$ cat config.mk
export PLATFORM = sky130hd
export DESIGN_NAME = gpio_bank_ctl
export DESIGN_NICKNAME = d
export VERILOG_FILES = /design/src/rtl/gpio_bank_ctl.sv
export SDC_FILE = /design/constraint.sdc
export NUM_CORES = 1
export LEC_CHECK = 0
export BUFFER_PORTS_ARGS = -buffer_cell sky130_fd_sc_hd__buf_2
export CAP_MARGIN = 20
export CORE_ASPECT_RATIO = 1.4
export CORE_MARGIN = 1.5
export CORE_UTILIZATION = 53
export DETAILED_ROUTE_END_ITERATION = 8
export GPL_TIMING_DRIVEN = 1
export PLACE_DENSITY = 0.83
export SLEW_MARGIN = 20
export SYNTH_ARGS = -nofsm -noshare
export SYNTH_HDL_FRONTEND = slang
export SYNTH_SLANG_ARGS = --single-unit
$ cat constraint.sdc
create_clock -name clk -period 1.8 [get_ports clk]
set_input_delay 0.36 -clock clk [delete_from_list [all_inputs] [get_ports clk]]
set_output_delay 0.36 -clock clk [all_outputs]
set_load 0.02 [all_outputs]
$ cat src/rtl/gpio_bank_ctl.sv
module gpio_bank_ctl #(
  parameter int NUM_PINS   = 40,
  parameter bit HAS_EDGE   = 1'b1,
  parameter bit HAS_ENABLE = 1'b1,
  localparam int BANKS  = (NUM_PINS + 31) / 32,
  localparam int BANK_W = (BANKS > 1) ? $clog2(BANKS) : 1,
  localparam int ADDR_W = 3 + BANK_W
) (
  input  logic                clk,
  input  logic                rst_n,
  input  logic                bus_sel,
  input  logic                bus_wr,
  input  logic [ADDR_W-1:0]   bus_addr,
  input  logic [31:0]         bus_wdata,
  output logic [31:0]         bus_rdata,
  input  logic [NUM_PINS-1:0] pad_in,
  output logic [NUM_PINS-1:0] pad_out,
  output logic [NUM_PINS-1:0] pad_oe,
  output logic                irq
);

  localparam int TOT = BANKS * 32;
  localparam logic [TOT:0]   ONEX   = {{TOT{1'b0}}, 1'b1};
  localparam logic [TOT:0]   VALIDX = (ONEX << NUM_PINS) - ONEX;
  localparam logic [TOT-1:0] VALID  = VALIDX[TOT-1:0];

  localparam logic [2:0] F_OUT  = 3'd0;
  localparam logic [2:0] F_DIR  = 3'd1;
  localparam logic [2:0] F_LVL  = 3'd2;
  localparam logic [2:0] F_MASK = 3'd3;
  localparam logic [2:0] F_STAT = 3'd4;
  localparam logic [2:0] F_EDGE = 3'd5;
  localparam logic [2:0] F_EN   = 3'd6;

  logic [2:0]        field;
  logic [BANK_W-1:0] bank;
  logic              bank_ok;
  logic [TOT-1:0]    bank_m, wrep, wsel;

  assign field   = bus_addr[ADDR_W-1:BANK_W];
  assign bank    = bus_addr[BANK_W-1:0];
  assign bank_ok = int'(bank) < BANKS;

  for (genvar b = 0; b < BANKS; b++) begin : g_bank
    assign bank_m[b*32 +: 32] = {32{bank == BANK_W'(b)}};
    assign wrep[b*32 +: 32]   = bus_wdata;
  end

  assign wsel = bank_m & VALID;

  logic wr_hit;
  assign wr_hit = bus_sel & bus_wr;

  logic [TOT-1:0] dout_q, dir_q, mask_q, stat_q, etype_q, en_q;
  logic [TOT-1:0] s1, s2, s3, pad_x;
  logic [TOT-1:0] rise, fall, evt, hit, clr, en_eff, oe_x;

  assign pad_x = TOT'(pad_in);
  assign rise  = s2 & ~s3;
  assign fall  = ~s2 & s3;
  assign evt   = HAS_EDGE ? ((rise & etype_q) | (fall & ~etype_q)) : s2;
  assign hit   = evt & ~mask_q & VALID;
  assign clr   = (wr_hit && field == F_STAT) ? (wsel & ~wrep) : '0;

  function automatic logic [TOT-1:0] merge(input logic [TOT-1:0] old,
                                           input logic [TOT-1:0] sel,
                                           input logic [TOT-1:0] val);
    return (old & ~sel) | (val & sel);
  endfunction

  always_ff @(posedge clk or negedge rst_n) begin
    if (!rst_n) begin
      dout_q  <= '0;
      dir_q   <= VALID;
      mask_q  <= VALID;
      stat_q  <= '0;
      etype_q <= '0;
      en_q    <= '0;
      s1      <= '0;
      s2      <= '0;
      s3      <= '0;
    end else begin
      s1 <= pad_x;
      s2 <= s1;
      s3 <= s2;
      stat_q <= (stat_q & ~clr) | hit;
      if (wr_hit) begin
        case (field)
          F_OUT:  dout_q <= merge(dout_q, wsel, wrep);
          F_DIR:  dir_q  <= merge(dir_q, wsel, wrep);
          F_MASK: mask_q <= merge(mask_q, wsel, wrep);
          F_EDGE: if (HAS_EDGE) etype_q <= merge(etype_q, wsel, wrep);
          F_EN:   if (HAS_ENABLE) en_q <= merge(en_q, wsel, wrep);
          default: ;
        endcase
      end
    end
  end

  logic [TOT-1:0] rv;
  always_comb begin
    case (field)
      F_OUT:   rv = dout_q;
      F_DIR:   rv = dir_q;
      F_LVL:   rv = s2;
      F_MASK:  rv = mask_q;
      F_STAT:  rv = stat_q;
      F_EDGE:  rv = etype_q;
      F_EN:    rv = en_q;
      default: rv = '0;
    endcase
  end

  assign bus_rdata = bank_ok ? rv[32*int'(bank) +: 32] : '0;

  assign en_eff  = HAS_ENABLE ? en_q : VALID;
  assign oe_x    = ~dir_q & en_eff & VALID;
  assign pad_oe  = oe_x[NUM_PINS-1:0];
  assign pad_out = dout_q[NUM_PINS-1:0];
  assign irq     = |stat_q;

endmodule

== Word level (Yosys, flattened, before mapping) ==
Cells that the tools add are included.

* Output and inout port bits: 113
* Word-level logic and storage cells: 57
* Register bits after elaboration: 504
* Input bits: 80

* Bitwise operators: 31
* Mux-type cells: 2
* Reduce and logical (&&, ||, !) cells: 8
* Equality and inequality tests: 6
* Shift operators: 1

{| class="wikitable"
|+ Operators by type and width
! operator !! number
|-
| 64-bit case mux with 7 select lines || 1
|-
| 64-bit bitwise AND || 6
|-
| 64-bit OR || 5
|-
| 40-bit bitwise AND || 6
|-
| 40-bit inverter || 5
|-
| 64-bit inverter || 2
|-
| 40-bit by 64-bit bitwise AND with 64-bit output || 1
|-
| 64-bit by 40-bit bitwise AND with 64-bit output || 1
|-
| 64-bit two-way mux || 1
|-
| 40-bit inverter with 64-bit output || 1
|-
| 64-bit by 40-bit OR with 64-bit output || 1
|-
| 64-bit OR reduction || 1
|-
| 64-bit by 7-bit variable part select with 32-bit output || 1
|-
| 40-bit OR || 1
|-
| 2-bit AND reduction || 5
|-
| 3-bit equality test (second input constant) || 3
|-
| 3-bit by 2-bit equality test with 1-bit output (second input constant) || 2
|-
| 3-bit by 1-bit equality test with 1-bit output (second input constant) || 1
|-
| 3-bit zero test || 1
|-
| 1-bit bitwise AND || 1
|-
| 1-bit logical AND || 1
|-
| 1-bit inverter || 1
|}

== Longest topological paths before layout ==
* Depth after elaboration: 6
* Gate-level depth with buffers: 8

== Worst setup path after synthesis ==
OpenSTA, ideal clock, no wires.

* Path kind: input -> output
* Start: input port bus_addr[1]
* End: output port bus_rdata[13]
* Required time: 1.440 ns
* Stages on the path: 6
* Slack: -0.141 ns
* Arrival: 1.581 ns
* Cells stage by stage: buf_6 buf_6 buf_2 buf_1 a22oi_1 a21oi_1

* Longest elaborated chain between the ends: 3
* Elaborated cells on any way between the ends: 9

{| class="wikitable"
|+ Ends and longest elaborated chain
! element !! RTL line !! text
|-
| from (decl) || 13 || <nowiki>input logic [ADDR_W-1:0] bus_addr,</nowiki>
|-
| 3-bit equality test, or another cell as far along || 102 || <nowiki>case (field)</nowiki>
|-
| 64-bit case mux with 7 select lines * || 102 ||
|-
| 64-bit by 7-bit variable part select with 32-bit output * || 114 || <nowiki>assign bus_rdata = bank_ok ? rv[32*int'(bank) +: 32] : '0;</nowiki>
|-
| to (decl) || 15 || <nowiki>output logic [31:0] bus_rdata,</nowiki>
|}

Mark *: on every way between the ends. The rest lies on a longest branch, timed or not.

== Worst setup path in the final report ==
* Start: register stat_q[33]
* End: output port irq

* Longest elaborated chain between the ends: 1

{| class="wikitable"
|+ Ends and longest elaborated chain
! element !! RTL line !! text
|-
| from (decl) || 54 || <nowiki>logic [TOT-1:0] dout_q, dir_q, mask_q, stat_q, etype_q, en_q;</nowiki>
|-
| from (signal assigned) || 86 || <nowiki>stat_q <= (stat_q & ~clr) | hit;</nowiki>
|-
| 64-bit OR reduction || 120 || <nowiki>assign irq = |stat_q;</nowiki>
|-
| to (decl) || 19 || <nowiki>output logic irq</nowiki>
|}

Every way passes these cells.

==> flow_metrics.py <==
metrics = {
    "finish": {
        "drive_above_1_share_pct": 42.5,
        "layout.cells.most_common": "dfrtp_1",
        "syn_to_final_growth_pct": 32.4,
        "nets": 1652,
        "final_cell_mix": "276 x dfrtp_1, 172 x mux2_1, 152 x buf_2",
    },
    "sta": {
        "worst_slack_ns": -0.703,
        "final_max_slew_viol_count": 0,
        "min_period_ns": 2.50,
        "period_share_pct": 139,
        "hold_viol": 0,
        "tightest_slew_ns": 0.433,
        "setup_viol": 33,
        "clock_skew_ns": 0.0239,
        "rsz0062_at_grt": "true",
        "clock.fmax_mhz": 400,
        "setup_tns_ns": -14.45,
        "max_slew_margin_pct": 70.9,
    },
    "cts": {
        "root_buffer": "clkbuf_16",
        "clkLatencyLatePin_ns": 0.55,
        "clock-sinks": 360,
        "path_clk_slew_ns": 0.07,
        "cts_tree": "built",
        "clockBufferDepth": 3,
        "cts_buffers": 36,
        "htreeDepth": 2,
    },
    "power_and_ir_drop": {
        "total_power_mw": 22.5,
        "ir_drop_v": 0.000899,
        "leakagePower_nw": 9.33,
        "p_per_area_nw_per_um2": 1080,
    },
    "placed_design": {
        "routabilityCongestion": 0.947,
        "hpwl_um": 30000,
        "port_buffers": 192,
    },
    "yosys": {
        "yosys-top-cells-area": "dfrtp_1 45%, dfstp_2 13%, mux2_1 13%, mux2_4 2.9%, mux4_2 2.9%",
        "postSynthAreaPerCell_sq_um": 13.2,
        "syn_nets": 1271,
        "yosysSeqAreaShare_pct": 58.1,
        "netlist_area_sq_um": 15700,
        "ys_seq_elements": 360,
        "yosysTopAreaCell": "dfrtp_1",
        "netlist_instances": 1191,
        "synth_warnings": 0,
        "synthDistinctLibCells": 43,
        "synth_top_area_share_pct": 44.7,
    },
    "detailed_routing": {
        "final_antenna_net_count": 0,
        "drt_iter0_drc": 903,
        "dr_total_vias": 11871,
        "routed_wl_um": 46100,
        "drt_first_pass_iters": 5,
        "wl_per_cell_um": 23.3,
        "drc": 0,
        "via_per_inst": 5.99,
    },
    "floorplanning": {
        "dieHeight_um": 207,
        "die_x_um": 148,
        "ios": 193,
        "start_util_pct": 53.8,
        "die-area_sq_um": 30700,
        "coreArea_sq_um": 29200,
        "std_cell_rows": 74,
    },
    "grt": {
        "grt_overflow": 0,
        "grt_max_degree": 75,
        "grt_util_all_layers_pct": 29.9,
        "grt_first_pass_wirelength_um": 69900,
        "antenna_found_initial": 3,
        "grt_pass1_vias": 12579,
    },
    "setup_path": {
        "crit_chain": "nor4_1 -> nand4_1 -> or3_4 -> buf_6",
        "critPathMaxStageDelay_ns": 0.45,
        "startpoint_type": "flip-flop",
        "path_max_fanout": 3,
        "cp.required_ns": 1.44,
        "crit_type": "flip-flop to output pin",
        "cp_data_arrival_time_ns": 2.14,
        "critPathBufInv": 1,
        "worst_path_max_delay_cell": "nor4_1",
        "end_kind": "output pin",
        "crit_family": "simple AND/OR/NAND/NOR gates",
    },
    "outcome": {
        "status": "finished, violations left",
        "violations": "negative setup slack",
    },
    "job": {
        "maxCapViolCount": 0,
    },
    "hold_path": {
        "hold_path.class": "input port to flip-flop",
    },
}
## worst paths after layout
check,depth (start not counted),startpoint,to,slack (ns)
max,4,stat_q[33],irq,-0.70
min,2,bus_wdata[10],flip-flop,0.12
max reg2reg,5,flip-flop,stat_q[3],0.62
min reg2reg,0,s1[10],s2[10],0.34
max in group asynchronous,3,rst_n,async pin,0.75
min in group asynchronous,2,rst_n,s2[39],0.28
## report_power, final
group          switching [mW]  total [mW]  internal (mW)
clock network            3.19        7.61           4.43
registers               0.927        10.3           9.42
logic                    2.26        4.49           2.23
total                    6.37        22.5           16.1
## worst register-to-register path, stage by stage, from the launching register on
cell     delay [ns]
dfrtp_1        0.39
buf_4          0.14
buf_4          0.13
nor2b_1        0.12
a21oi_1        0.19
o21ai_1        0.09
## synth_stat cells (all sizes together)
library cell / instances
a32oi: 6
nor2b: 61
and3b: 1
a221o: 6
nand3: 12
o2bb2ai: 18
nor4b: 1
mux2: 229
dfrtp: 280
clkbuf: 13
nand2: 71
nor2: 65
buf: 58
dfstp: 80
o211ai: 1
nor3b: 14
o221a: 2
nor4: 10
a32o: 5
o21bai: 1
a22o: 13
inv: 3
o21ai: 87
mux4: 20
a221oi: 6
nor3: 2
o221ai: 6
and3: 9
a21oi: 62
a22oi: 10
and2b: 1
mux2i: 30
a31oi: 5
or3: 1
nand4: 2
## stage by stage
stage	setup slack [ns]	util (%)	std cells	hold slack, ns	cell area, sq um
finish	-0.703	71.2	1981	0.116	20800
global route	-0.744	71.2	1980	0.114	20800
CTS	-0.677	70.4	1975	0.0948	20500
detailed placement	-0.537	62.2	1838	0.259	18100
global placement	-0.520	62.2	1838	0.257	18100
floorplan	-0.0671	-	1191	0.0644	15800
## repair_timing
action                                  4_1_cts  5_1_grt
endpoints found under the hold margin        80        0
gates resized for setup                     149       48
pin swaps                                    56       38
cloned                                        0        0
endpoints found under the setup margin       33       36
buffers inserted                             32        8
hold buffers                                 41        0
## routing by layer
metal / vias to the layer above / wire length, um / GRT usage, %
li1: 5078 / - / -
met3: 186 / 3350 / 6.15
met5: - / 26 / 0
met4: 4 / 2590 / 17.4
met2: 589 / 23100 / 50.5
met1: 6014 / 17000 / 35.7
## area by class of cell
type	count	area (sq um)
repair buffers	414	3370
inverters	3	16.3
clock buffers	57	1080
diodes	1	2.50
multi-input cells	757	6610
well taps	380	475
fillers	1792	8400
clock inverters	9	103
flip-flops and latches	360	9110
## logic make-up after synthesis
group	Yosys count	synth area share, %
and+or+nand+nor	250	7.95
buffers and inverters	74	2.93
DFF	360	58.1
AOI/OAI and AO/OA	228	9.13
muxes	279	21.9
No activity file was read; power rests on OpenSTA's default activity.
